--- src/rtl/mr_write_engine.sv ---
module mr_write_engine #(
  parameter int IDX_W       = 3,
  parameter int DATA_W      = 18,
  parameter int TYPE_W      = 2,
  parameter int RANK_W      = 2,
  parameter int CMD_W       = 32,
  parameter int RANK_POS    = 4,
  parameter int IDX_POS     = 12,
  parameter int SYNC_STAGES = 2
) (
  input  logic              clk,
  input  logic              rst_n,
  input  logic              req_valid,
  output logic              req_ready,
  input  logic [IDX_W-1:0]  req_idx,
  input  logic [DATA_W-1:0] req_data,
  input  logic [TYPE_W-1:0] req_type,
  input  logic [RANK_W-1:0] req_rank,
  input  logic              req_ddr4,
  input  logic              mirror_en,
  output logic              done,
  output logic [CMD_W-1:0]  cmd_word,
  output logic [DATA_W-1:0] cmd_data,
  output logic              cmd_trig,
  input  logic              ctl_busy
);

  localparam int HOLD_CYC = SYNC_STAGES + 2;
  localparam int CNT_W    = $clog2(HOLD_CYC + 1);
  localparam logic [RANK_W-1:0] ODD_RANK = RANK_W'(2);
  localparam logic [DATA_W-1:0] KEEP_D4  = DATA_W'(16'h1607);
  localparam logic [DATA_W-1:0] KEEP_OTH = DATA_W'(16'hFE07);

  typedef enum logic [3:0] {
    S_IDLE, S_PRE, S_HOLD1, S_WAIT1, S_CHK2,
    S_BUILD, S_FIRE, S_HOLD2, S_WAITD, S_DONE
  } st_t;

  st_t st;
  logic [CNT_W-1:0]       cnt;
  logic [SYNC_STAGES-1:0] bsync;
  logic                   busy_s;

  logic [IDX_W-1:0]  r_idx;
  logic [DATA_W-1:0] r_data;
  logic [TYPE_W-1:0] r_type;
  logic [RANK_W-1:0] r_rank;
  logic              r_ddr4, r_mir;

  logic              do_mir;
  logic [IDX_W-1:0]  m_idx;
  logic [DATA_W-1:0] m_data;
  logic [CMD_W-1:0]  w_next;

  always_ff @(posedge clk or negedge rst_n)
    if (!rst_n) bsync <= '0;
    else        bsync <= {bsync[SYNC_STAGES-2:0], ctl_busy};

  assign busy_s    = bsync[SYNC_STAGES-1];
  assign req_ready = (st == S_IDLE);
  assign cmd_trig  = (st == S_PRE) || (st == S_FIRE);
  assign done      = (st == S_DONE);
  assign do_mir    = r_mir && (r_rank == ODD_RANK);

  always_comb begin
    m_idx = r_idx;
    if (do_mir) begin
      m_idx[0] = r_idx[1];
      m_idx[1] = r_idx[0];
    end
  end

  always_comb begin
    m_data = r_data;
    if (do_mir) begin
      m_data = r_data & (r_ddr4 ? KEEP_D4 : KEEP_OTH);
      m_data[3] = r_data[4];
      m_data[4] = r_data[3];
      m_data[5] = r_data[6];
      m_data[6] = r_data[5];
      m_data[7] = r_data[8];
      m_data[8] = r_data[7];
      if (r_ddr4) begin
        m_data[11] = r_data[13];
        m_data[13] = r_data[11];
      end
    end
  end

  always_comb begin
    w_next = '0;
    w_next[TYPE_W-1:0]          = r_type;
    w_next[RANK_POS +: RANK_W]  = r_rank;
    w_next[IDX_POS  +: IDX_W]   = m_idx;
  end

  always_ff @(posedge clk or negedge rst_n)
    if (!rst_n) begin
      r_idx  <= '0;
      r_data <= '0;
      r_type <= '0;
      r_rank <= '0;
      r_ddr4 <= 1'b0;
      r_mir  <= 1'b0;
    end else if (st == S_IDLE && req_valid) begin
      r_idx  <= req_idx;
      r_data <= req_data;
      r_type <= req_type;
      r_rank <= req_rank;
      r_ddr4 <= req_ddr4;
      r_mir  <= mirror_en;
    end

  always_ff @(posedge clk or negedge rst_n)
    if (!rst_n) begin
      st       <= S_IDLE;
      cnt      <= '0;
      cmd_word <= '0;
      cmd_data <= '0;
    end else begin
      case (st)
        S_IDLE:  if (req_valid) st <= S_PRE;
        S_PRE: begin
          cnt <= CNT_W'(HOLD_CYC - 1);
          st  <= S_HOLD1;
        end
        S_HOLD1: if (cnt == '0) st <= S_WAIT1; else cnt <= cnt - 1'b1;
        S_WAIT1: if (!busy_s) st <= S_CHK2;
        S_CHK2:
          if (busy_s) st <= S_WAIT1;
          else begin
            cmd_word <= w_next;
            cmd_data <= m_data;
            st       <= S_BUILD;
          end
        S_BUILD: st <= S_FIRE;
        S_FIRE: begin
          cnt <= CNT_W'(HOLD_CYC - 1);
          st  <= S_HOLD2;
        end
        S_HOLD2: if (cnt == '0) st <= S_WAITD; else cnt <= cnt - 1'b1;
        S_WAITD: if (!busy_s) st <= S_DONE;
        S_DONE:  st <= S_IDLE;
        default: st <= S_IDLE;
      endcase
    end


  trig_single_chk: assert property (@(posedge clk) disable iff (!rst_n)
    cmd_trig |=> !cmd_trig);


  build_after_idle_chk: assert property (@(posedge clk) disable iff (!rst_n)
    (st == S_BUILD) |-> ($past(st) == S_CHK2) && !$past(busy_s));


  chk2_after_idle_chk: assert property (@(posedge clk) disable iff (!rst_n)
    (st == S_CHK2) |-> ($past(st) == S_WAIT1) && !$past(busy_s));


  words_stable_chk: assert property (@(posedge clk) disable iff (!rst_n)
    (st == S_FIRE) |-> $stable(cmd_word) && $stable(cmd_data));


  done_idle_chk: assert property (@(posedge clk) disable iff (!rst_n)
    $rose(done) |-> !$past(busy_s) && ($past(st) == S_WAITD));


  done_pulse_chk: assert property (@(posedge clk) disable iff (!rst_n)
    done |=> !done && req_ready);


  fields_held_chk: assert property (@(posedge clk) disable iff (!rst_n)
    !req_ready |=> $stable(r_idx) && $stable(r_data) && $stable(r_rank) && $stable(r_mir));

endmodule

--- config.mk ---
export PLATFORM = sky130hd
export DESIGN_NAME = mr_write_engine
export DESIGN_NICKNAME = d
export VERILOG_FILES = /design/src/rtl/mr_write_engine.sv
export SDC_FILE = /design/constraint.sdc
export NUM_CORES = 1
export LEC_CHECK = 0
export ABC_AREA = 1
export BUFFER_PORTS_ARGS = -buffer_cell sky130_fd_sc_hd__buf_2
export CAP_MARGIN = 10
export CORE_UTILIZATION = 51
export DETAILED_ROUTE_END_ITERATION = 12
export GPL_ROUTABILITY_DRIVEN = 0
export GPL_TIMING_DRIVEN = 1
export PLACE_DENSITY = 0.86
export SYNTH_ARGS = -nofsm -noshare
export SYNTH_HDL_FRONTEND = slang
export SYNTH_SLANG_ARGS = --single-unit
--- constraint.sdc ---
create_clock -name clk -period 1.7 [get_ports clk]
set_clock_uncertainty 0.2 [all_clocks]
set_input_delay 0 -clock clk [delete_from_list [all_inputs] [get_ports clk]]
set_output_delay 0 -clock clk [all_outputs]
set_load 0.01 [all_outputs]
# [Word level (Yosys, flattened, before mapping)]
# Cells that the tools add are included.
[op_classes] n_addsub=1 n_eq_ne=16 mux=14 n_bitwise=2 n_reduce_logical=11
[op_table] op="$pmux 4 s9" count=1
[op_table] op="$mux 4" count=5
[op_table] op="$and 18x16->18" count=1
[op_table] op="$mux 18" count=1
[op_table] op="$eq 4x3->1 const B" count=4
[op_table] op="$mux 16" count=1
[op_table] op="$ne 2x2->1 const B" count=6
[op_table] op="$eq 4x2->1 const B" count=2
[op_table] op="$eq 4x4->1 const B" count=2
[op_table] op="$mux 3" count=2
[op_table] op="$pmux 3 s2" count=1
[op_table] op="$reduce_and 5->1" count=1
[op_table] op="$eq 4x1->1 const B" count=1
[op_table] op="$logic_not 4->1" count=1
[op_table] op="$reduce_and 2->1" count=2
[op_table] op="$reduce_or 2->1" count=2
[op_table] op="$logic_not 3->1" count=1
[op_table] op="$sub 3x1->3 const B" count=1
[op_table] op="$eq 2x2->1 const B" count=1
[op_table] op="$logic_and 1x1->1" count=2
[op_table] op="$mux 1" count=2
[op_table] op="$mux 2" count=1
[op_table] op="$reduce_bool 2->1" count=1
[op_table] op="$logic_or 1x1->1" count=1
[op_table] op="$not 1->1" count=1
[word_totals] regBits=61 in_bits=31 output_inout_bits=53 wordCells=55

# [Depth between registers and ports, before layout]
# Gate-level depths: netlist (run 1).
[logic_depth] word_depth=4 depth_mapped=9 mapped_depth_nobuf=9

# [Worst setup path after synthesis (run 1)]
# Ideal clock, no wire load.
[synth_path] path_kind="register -> register" from="register cnt[0]" to="register st[1]" setup_time_ns=0.117 arrival_time_ns=1.175 required_ns=1.383 setup_slack_ns=0.208 path_stages_with_launch=10 n_path_buf=0 synth_period_minus_slack_ns=1.492 path_cell_list="dfrtp_1 > inv_1 > ha_1 > ha_1 > inv_1 > nand3_1 > nand2_1 > nor2_1 > nand3_1 > nand2_1"
[synth_between] elab_chain_cells=3 elab_cells_between_ends=4 cone_classes="2 x eq/ne; 2 x reduce/logical"
[synth_lines] item="from (decl)" line_no="40" source="logic [CNT_W-1:0] cnt;"
[synth_lines] item="from (signal assigned)" line_no="124" source="cnt <= CNT_W'(HOLD_CYC - 1);"
[synth_lines] item="from (signal assigned)" line_no="138" source="cnt <= CNT_W'(HOLD_CYC - 1);"
[synth_lines] item="$logic_not 3->1 (*)" line_no="127, 141"
[synth_lines] item="$ne 2x2->1 (no source line)"
[synth_lines] item="$reduce_and 5->1 (no source line) (*)"
[synth_lines] item="to (signal assigned)" line_no="127" source="S_HOLD1: if (cnt == '0) st <= S_WAIT1; else cnt <= cnt - 1'b1;"
[synth_lines] item="to (signal assigned)" line_no="128" source="S_WAIT1: if (!busy_s) st <= S_CHK2;"
[synth_lines] item="to (signal assigned)" line_no="141" source="S_HOLD2: if (cnt == '0) st <= S_WAITD; else cnt <= cnt - 1'b1;"
[synth_lines] item="to (decl)" line_no="39" source="st_t st;"
# Every way passes the cells marked *; elsewhere a longest branch is shown, timed or not.
# A chain may end at the register's enable or synchronous reset.

# [Worst setup path in the final report (run 1)]
[layout_path] from="register st[1]" to="output req_ready"
[layout_between] elab_chain_cells=1
[layout_lines] item="from (signal assigned)" line_no="116" source="st <= S_IDLE;"
[layout_lines] item="from (signal assigned)" line_no="122" source="S_IDLE: if (req_valid) st <= S_PRE;"
[layout_lines] item="from (signal assigned)" line_no="125" source="st <= S_HOLD1;"
[layout_lines] item="$logic_not 4->1" line_no="60" source="assign req_ready = (st == S_IDLE);"
[layout_lines] item="to (decl)" line_no="14" source="output logic req_ready,"
# No other way between the ends.

==> impl_metrics.py, run 1 <==
metrics = {
    "synth": {
        "synth_top_area_share": 0.5342,
        "yosys-top-cells-count": "nand2_1, dfrtp_1, nand3_1",
        "synth_area_um2": 2858,
        "synth_area_leaders": "dfrtp_1, nand2_1, buf_4",
        "synth_edf_count": 0,
        "seq_area_frac_synth": 0.5342,
        "synth_ff_type": "dfrtp_1",
        "avgSynthCellArea_um2": 8.356,
        "ys_types": 22,
        "ys_async_sr_fraction": 1.000,
        "syn_inst": 342,
        "synth.largest_area_cell": "dfrtp_1",
        "ys_ff_latch": 61,
        "ys_warn_count": 0,
        "yosys.cell_count.top_type": "nand2_1",
    },
    "die": {
        "die_h_um": 76.86,
        "die_area_um2": 5907,
        "die_x_um": 76.86,
        "ioPinCount": 84,
        "num_rows": 26,
        "initial_core_util": 0.5456,
        "fp.coreArea_um2": 5238,
    },
    "timing": {
        "final_max_slew_viol_count": 0,
        "timing.hold.ws_ns": 0.09041,
        "setup_violations": 0,
        "worst_slack_ns": 0.01480,
        "fmax_ghz": 0.5934,
        "finalCriticalPeriod_ns": 1.685,
        "finalCritPeriodShare": 0.9913,
        "finalHoldViolCount": 0,
    },
    "clocking": {
        "clockBufferDepth": 2,
        "clockRootBuffer": "clkbuf_8",
        "clock_sinks": 61,
        "clk_pin_slew_ns": 0.07,
        "clk_latency_ns": 0.35,
        "tritoncts": "yes",
        "htree_levels": 3,
        "cts_made_buffers": 9,
    },
    "critical_path": {
        "ff2ff_path_depth": 9,
        "reg2reg_to": "st[1]$_DFFE_PN0P_",
        "cp-start-kind": "flip-flop",
        "crit_type": "flip-flop to output port",
        "path_cells": "nor2_4 -> nand2_2 -> inv_4 -> buf_12 -> buf_2",
        "crit_required_ns": 1.50,
        "crit_end": "req_ready",
        "reg2reg_slack_ns": 0.06,
        "critPathCaptureType": "output port",
        "crit_path_start": "st[1]$_DFFE_PN0P_",
        "arrival_ns": 1.49,
        "r2r_start": "st[0]$_DFFE_PN0P_",
        "max_stage_delay_ns": 0.45,
        "crit_fanout": 25,
        "critPathSlowestCell": "dfrtp_2",
    },
    "cells_and_area": {
        "instances_no_fill": 511,
        "antenna_cells": 0,
        "drive_gt1_frac": 0.2336,
        "num-fill-cells": 389,
        "area_growth_pct": 28.06,
        "nNetsFinal": 469,
    },
    "grt": {
        "grt_overflow": 0,
        "grt_pass1_wl_mm": 10.52,
        "grt_max_degree": 62,
        "grt.total_usage": 0.2379,
        "antenna_found_initial": 0,
        "grt_pass1_vias": 2284,
    },
    "pwr": {
        "leakage_nw": 2.029,
        "p_per_area_nw_per_um2": 1661,
        "ir_worst_vdd_mv": 0.7916,
    },
    "routing": {
        "drc": 0,
        "wl_mm": 6.751,
        "ant_nets": 0,
        "routedWlPerCell_um": 13.21,
        "drt-pass1-iter-count": 5,
        "viasPerCell": 5.070,
        "vias": 2591,
        "drtIter0Drc": 161,
    },
    "placed_design": {
        "portBuffers": 58,
        "hpwl_mm": 4.049,
        "placedCellCount": 461,
        "dp_slack_ns": -0.02595,
    },
    "run": {
        "maxCapViolCount": 0,
    },
    "hold_path": {
        "hp-start": "ctl_busy",
        "hp-class": "input port to flip-flop",
        "hold_depth": 2,
    },
    "status": {
        "outcome": "completed",
    },
}
==> per-stage QoR <==
stage	TNS [ns]	util	power, mW	area (um2)
floorplan	0	-	3.975	2948
global placement	0	0.5929	4.524	3105
detailed placement	-0.06143	0.5929	4.663	3105
CTS	0	0.6890	5.925	3608
global route	-0.09152	0.6988	6.484	3660
finish	0	0.6988	6.078	3660
==> routing by layer <==
metal | up-vias | GRT usage | part of all wire
li1 | 1222 | - | -
met1 | 1172 | 0.2658 | 0.39
met2 | 160 | 0.3991 | 0.48
met3 | 37 | 0.04643 | 0.074
met4 | 0 | 0.1827 | 0.056
met5 | - | 0 | 0
==> critical path: cells and delay by family, from the launching register on <==
| family | cells | cell delay, ns |
|---|---|---|
| flops | 1 | 0.45 |
| buf+inv | 3 | 0.39 |
| simple gates | 2 | 0.28 |
==> layout make-up <==
class                   count  area (um2)  share of cell area
flip-flops and latches     61        1529              0.4178
well taps                  70       87.58             0.02393
multi-input cells         247        1094              0.2988
clock buffers              10       137.6             0.03761
clock inverters             6       38.79             0.01060
repair buffers             99       700.7              0.1915
inverters                  18       72.57             0.01983
==> cells in the final DEF, fill, tap and decap left out, types with 4 or more instances in the layout <==
| master | instances |
|---|---|
| o21ai_1 | 14 |
| buf_4 | 8 |
| o21ai_0 | 12 |
| dlygate4sd3_1 | 31 |
| nand2_1 | 123 |
| conb_1 | 25 |
| inv_1 | 13 |
| a21oi_1 | 4 |
| nand3_1 | 36 |
| clkbuf_8 | 10 |
| buf_2 | 58 |
| nor2_1 | 17 |
| dfrtp_1 | 59 |
==> worst min-delay path by stage <==
stage                          to  slack (ns)
6_report       bsync[0]$_DFF_PN0_        0.09
5_1_grt        bsync[0]$_DFF_PN0_        0.11
4_1_cts        bsync[0]$_DFF_PN0_        0.08
3_5_place_dp   cnt[2]$_DFFE_PN0P_       -0.17
3_3_place_gp   cnt[0]$_DFFE_PN0P_       -0.18
2_1_floorplan  bsync[0]$_DFF_PN0_       -0.50
==> report_power, final <==
part	leakage, nW	internal (mW)	switching [mW]	total (mW)
sequential	0.765	2.11	0.421	2.53
combinational	1.18	0.943	1.46	2.40
clock	0.0880	0.561	0.586	1.15
==> kinds of logic after synthesis <==
logic type,share of synthesized area
AOI/OAI and AO/OA,0.05517
DFF,0.5341
buffers and inverters,0.1243
other,0.001312
and+or+nand+nor,0.2763
adders and majority gates,0.008755
==> registers in the layout, indices dropped and copies added (netlist names) <==
| signal | flops |
|---|---|
| cmd_data | 18 |
| r_data | 18 |
| r_rank | 2 |
| st | 4 |
| r_ddr4 | 1 |
| r_mir | 1 |
| cnt | 3 |
| cmd_word | 7 |
| bsync | 2 |
| r_type | 2 |
| r_idx | 3 |
==> repair_timing <==
item | CTS | global route
hold endpoints to repair | 92 | 0
resized for setup | 5 | 11
endpoints found under the setup margin | 5 | 17
hold buffers | 31 | 0
cloned | 0 | 0
pin swaps | 1 | 2
buffers inserted | 0 | 3
(Power assumes the default switching activity.)
==> run 2: changes to the inputs <==
--- a/config.mk
+++ b/config.mk
@@ -10,9 +10,8 @@
 export CAP_MARGIN = 10
 export CORE_UTILIZATION = 51
 export DETAILED_ROUTE_END_ITERATION = 12
-export GPL_ROUTABILITY_DRIVEN = 0
 export GPL_TIMING_DRIVEN = 1
-export PLACE_DENSITY = 0.86
+export PLACE_DENSITY = 0.88
 export SYNTH_ARGS = -nofsm -noshare
 export SYNTH_HDL_FRONTEND = slang
 export SYNTH_SLANG_ARGS = --single-unit
==> impl_metrics.py, run 2 (synthesized netlist as in run 1, its figures left out) <==
metrics = {
    "die": {
        "die_x_um": 76.86,
        "die_area_um2": 5907,
        "die_h_um": 76.86,
        "initial_core_util": 0.5456,
        "ioPinCount": 84,
        "num_rows": 26,
        "fp.coreArea_um2": 5238,
    },
    "grt": {
        "grt.total_usage": 0.2500,
        "grt_pass1_vias": 2386,
        "antenna_found_initial": 0,
        "grt_pass1_wl_mm": 11.17,
        "grt_overflow": 0,
        "grt_max_degree": 62,
    },
    "clocking": {
        "cts_made_buffers": 9,
        "clock_sinks": 61,
        "clockBufferDepth": 2,
        "htree_levels": 3,
        "clk_pin_slew_ns": 0.07,
        "tritoncts": "yes",
        "clk_latency_ns": 0.34,
        "clockRootBuffer": "clkbuf_8",
    },
    "timing": {
        "setup_violations": 0,
        "timing.hold.ws_ns": -0.009943,
        "rsz0062_at_grt": "true",
        "finalSetupTns_ns": 0,
        "finalCritPeriodShare": 0.9738,
        "finalCriticalPeriod_ns": 1.655,
        "fmax_ghz": 0.6041,
        "worst_slack_ns": 0.04454,
        "finalHoldViolCount": 15,
        "final_max_slew_viol_count": 0,
    },
    "placed_design": {
        "hpwl_mm": 4.202,
        "dp_slack_ns": 0.02744,
        "portBuffers": 58,
        "place_area_um2": 3120,
        "placedCellCount": 463,
        "gp_congestion": 0.7925,
    },
    "routing": {
        "wl_mm": 7.067,
        "drtIter0Drc": 240,
        "vias": 2597,
        "drc": 0,
        "drt-pass1-iter-count": 8,
        "routedWlPerCell_um": 13.80,
        "viasPerCell": 5.072,
        "ant_nets": 0,
    },
    "cells_and_area": {
        "fin_util": 0.7076,
        "final_area_um2": 3706,
        "nNetsFinal": 470,
        "drive_gt1_frac": 0.2353,
        "final_common_cell": "nand2_1",
        "top_regs": "cmd_data: 18 flops, r_data: 18 flops, cmd_word: 7 flops",
        "final_cell_mix": "nand2_1, dfrtp_1, buf_2",
        "area_growth_pct": 29.68,
        "antenna_cells": 0,
        "instances_no_fill": 512,
    },
    "pwr": {
        "p_per_area_nw_per_um2": 1689,
        "leakage_nw": 2.041,
        "ir_worst_vdd_mv": 0.7612,
        "power_mw": 6.258,
    },
    "status": {
        "violations": "negative hold slack",
        "outcome": "complete, but fails checks",
    },
    "critical_path": {
        "arrival_ns": 1.71,
        "crit_fanout": 22,
        "crit_type": "flip-flop to flip-flop",
        "critPathCaptureType": "flip-flop",
        "crit_required_ns": 1.75,
        "cp-start-kind": "flip-flop",
    },
    "hold_path": {
        "hp-class": "input port to async pin",
    },
    "run": {
        "maxCapViolCount": 0,
    },
}
==> run 2: repair_timing <==
item / in CTS / in global routing
endpoints found under the hold margin: 91 / 0
hold buffers: 30 / 0
gates resized for setup: 0 / 23
setup endpoints to repair: 1 / 47
pin swaps: 1 / 2
setup buffers: 0 / 4
==> run 2: final timing paths <==
| path | cells past startpoint | endpoint | from | slack, ns |
|---|---|---|---|---|
| min reg2reg | 0 | bsync[1]$_DFF_PN0_ | bsync[0]$_DFF_PN0_ | 0.15 |
| max reg2reg | 6 | cmd_word[12]$_DFFE_PN0P_ | st[1]$_DFFE_PN0P_ | 0.04 |
| max | 6 | cmd_word[12]$_DFFE_PN0P_ | st[1]$_DFFE_PN0P_ | 0.04 |
| min | 3 | cnt[2]$_DFFE_PN0P_ | rst_n | -0.01 |
| min in group clk | 2 | bsync[0]$_DFF_PN0_ | ctl_busy | 0.10 |
| max in group asynchronous | 3 | st[2]$_DFFE_PN0P_ | rst_n | 1.05 |
==> run 2: where the power goes <==
part	switching [mW]	internal, mW
combinational	1.52	0.948
sequential	0.425	2.11
clock	0.547	0.712
==> run 2: critical path: stages (launching register included) <==
cell	delay, ns
dfrtp_1	0.45
nor2_4	0.18
buf_4	0.15
nand3_2	0.14
inv_6	0.19
o21ai_0	0.10
o21ai_0	0.16
==> run 2: cell type report <==
cell class	instances	area [um2]
multi-input combinational	247	1111
clock inverter	4	47.55
clock buffer	12	145.1
sequential	61	1529
inverter	18	85.08
fill	372	1531
tap	70	87.58
timing repair buffer	100	700.7
==> run 2: metal layers <==
metal  wire (um)  track usage
met1        2784       0.2959
met2        3562       0.4107
met3         437      0.05595
met4         282       0.1577
met5           0            0
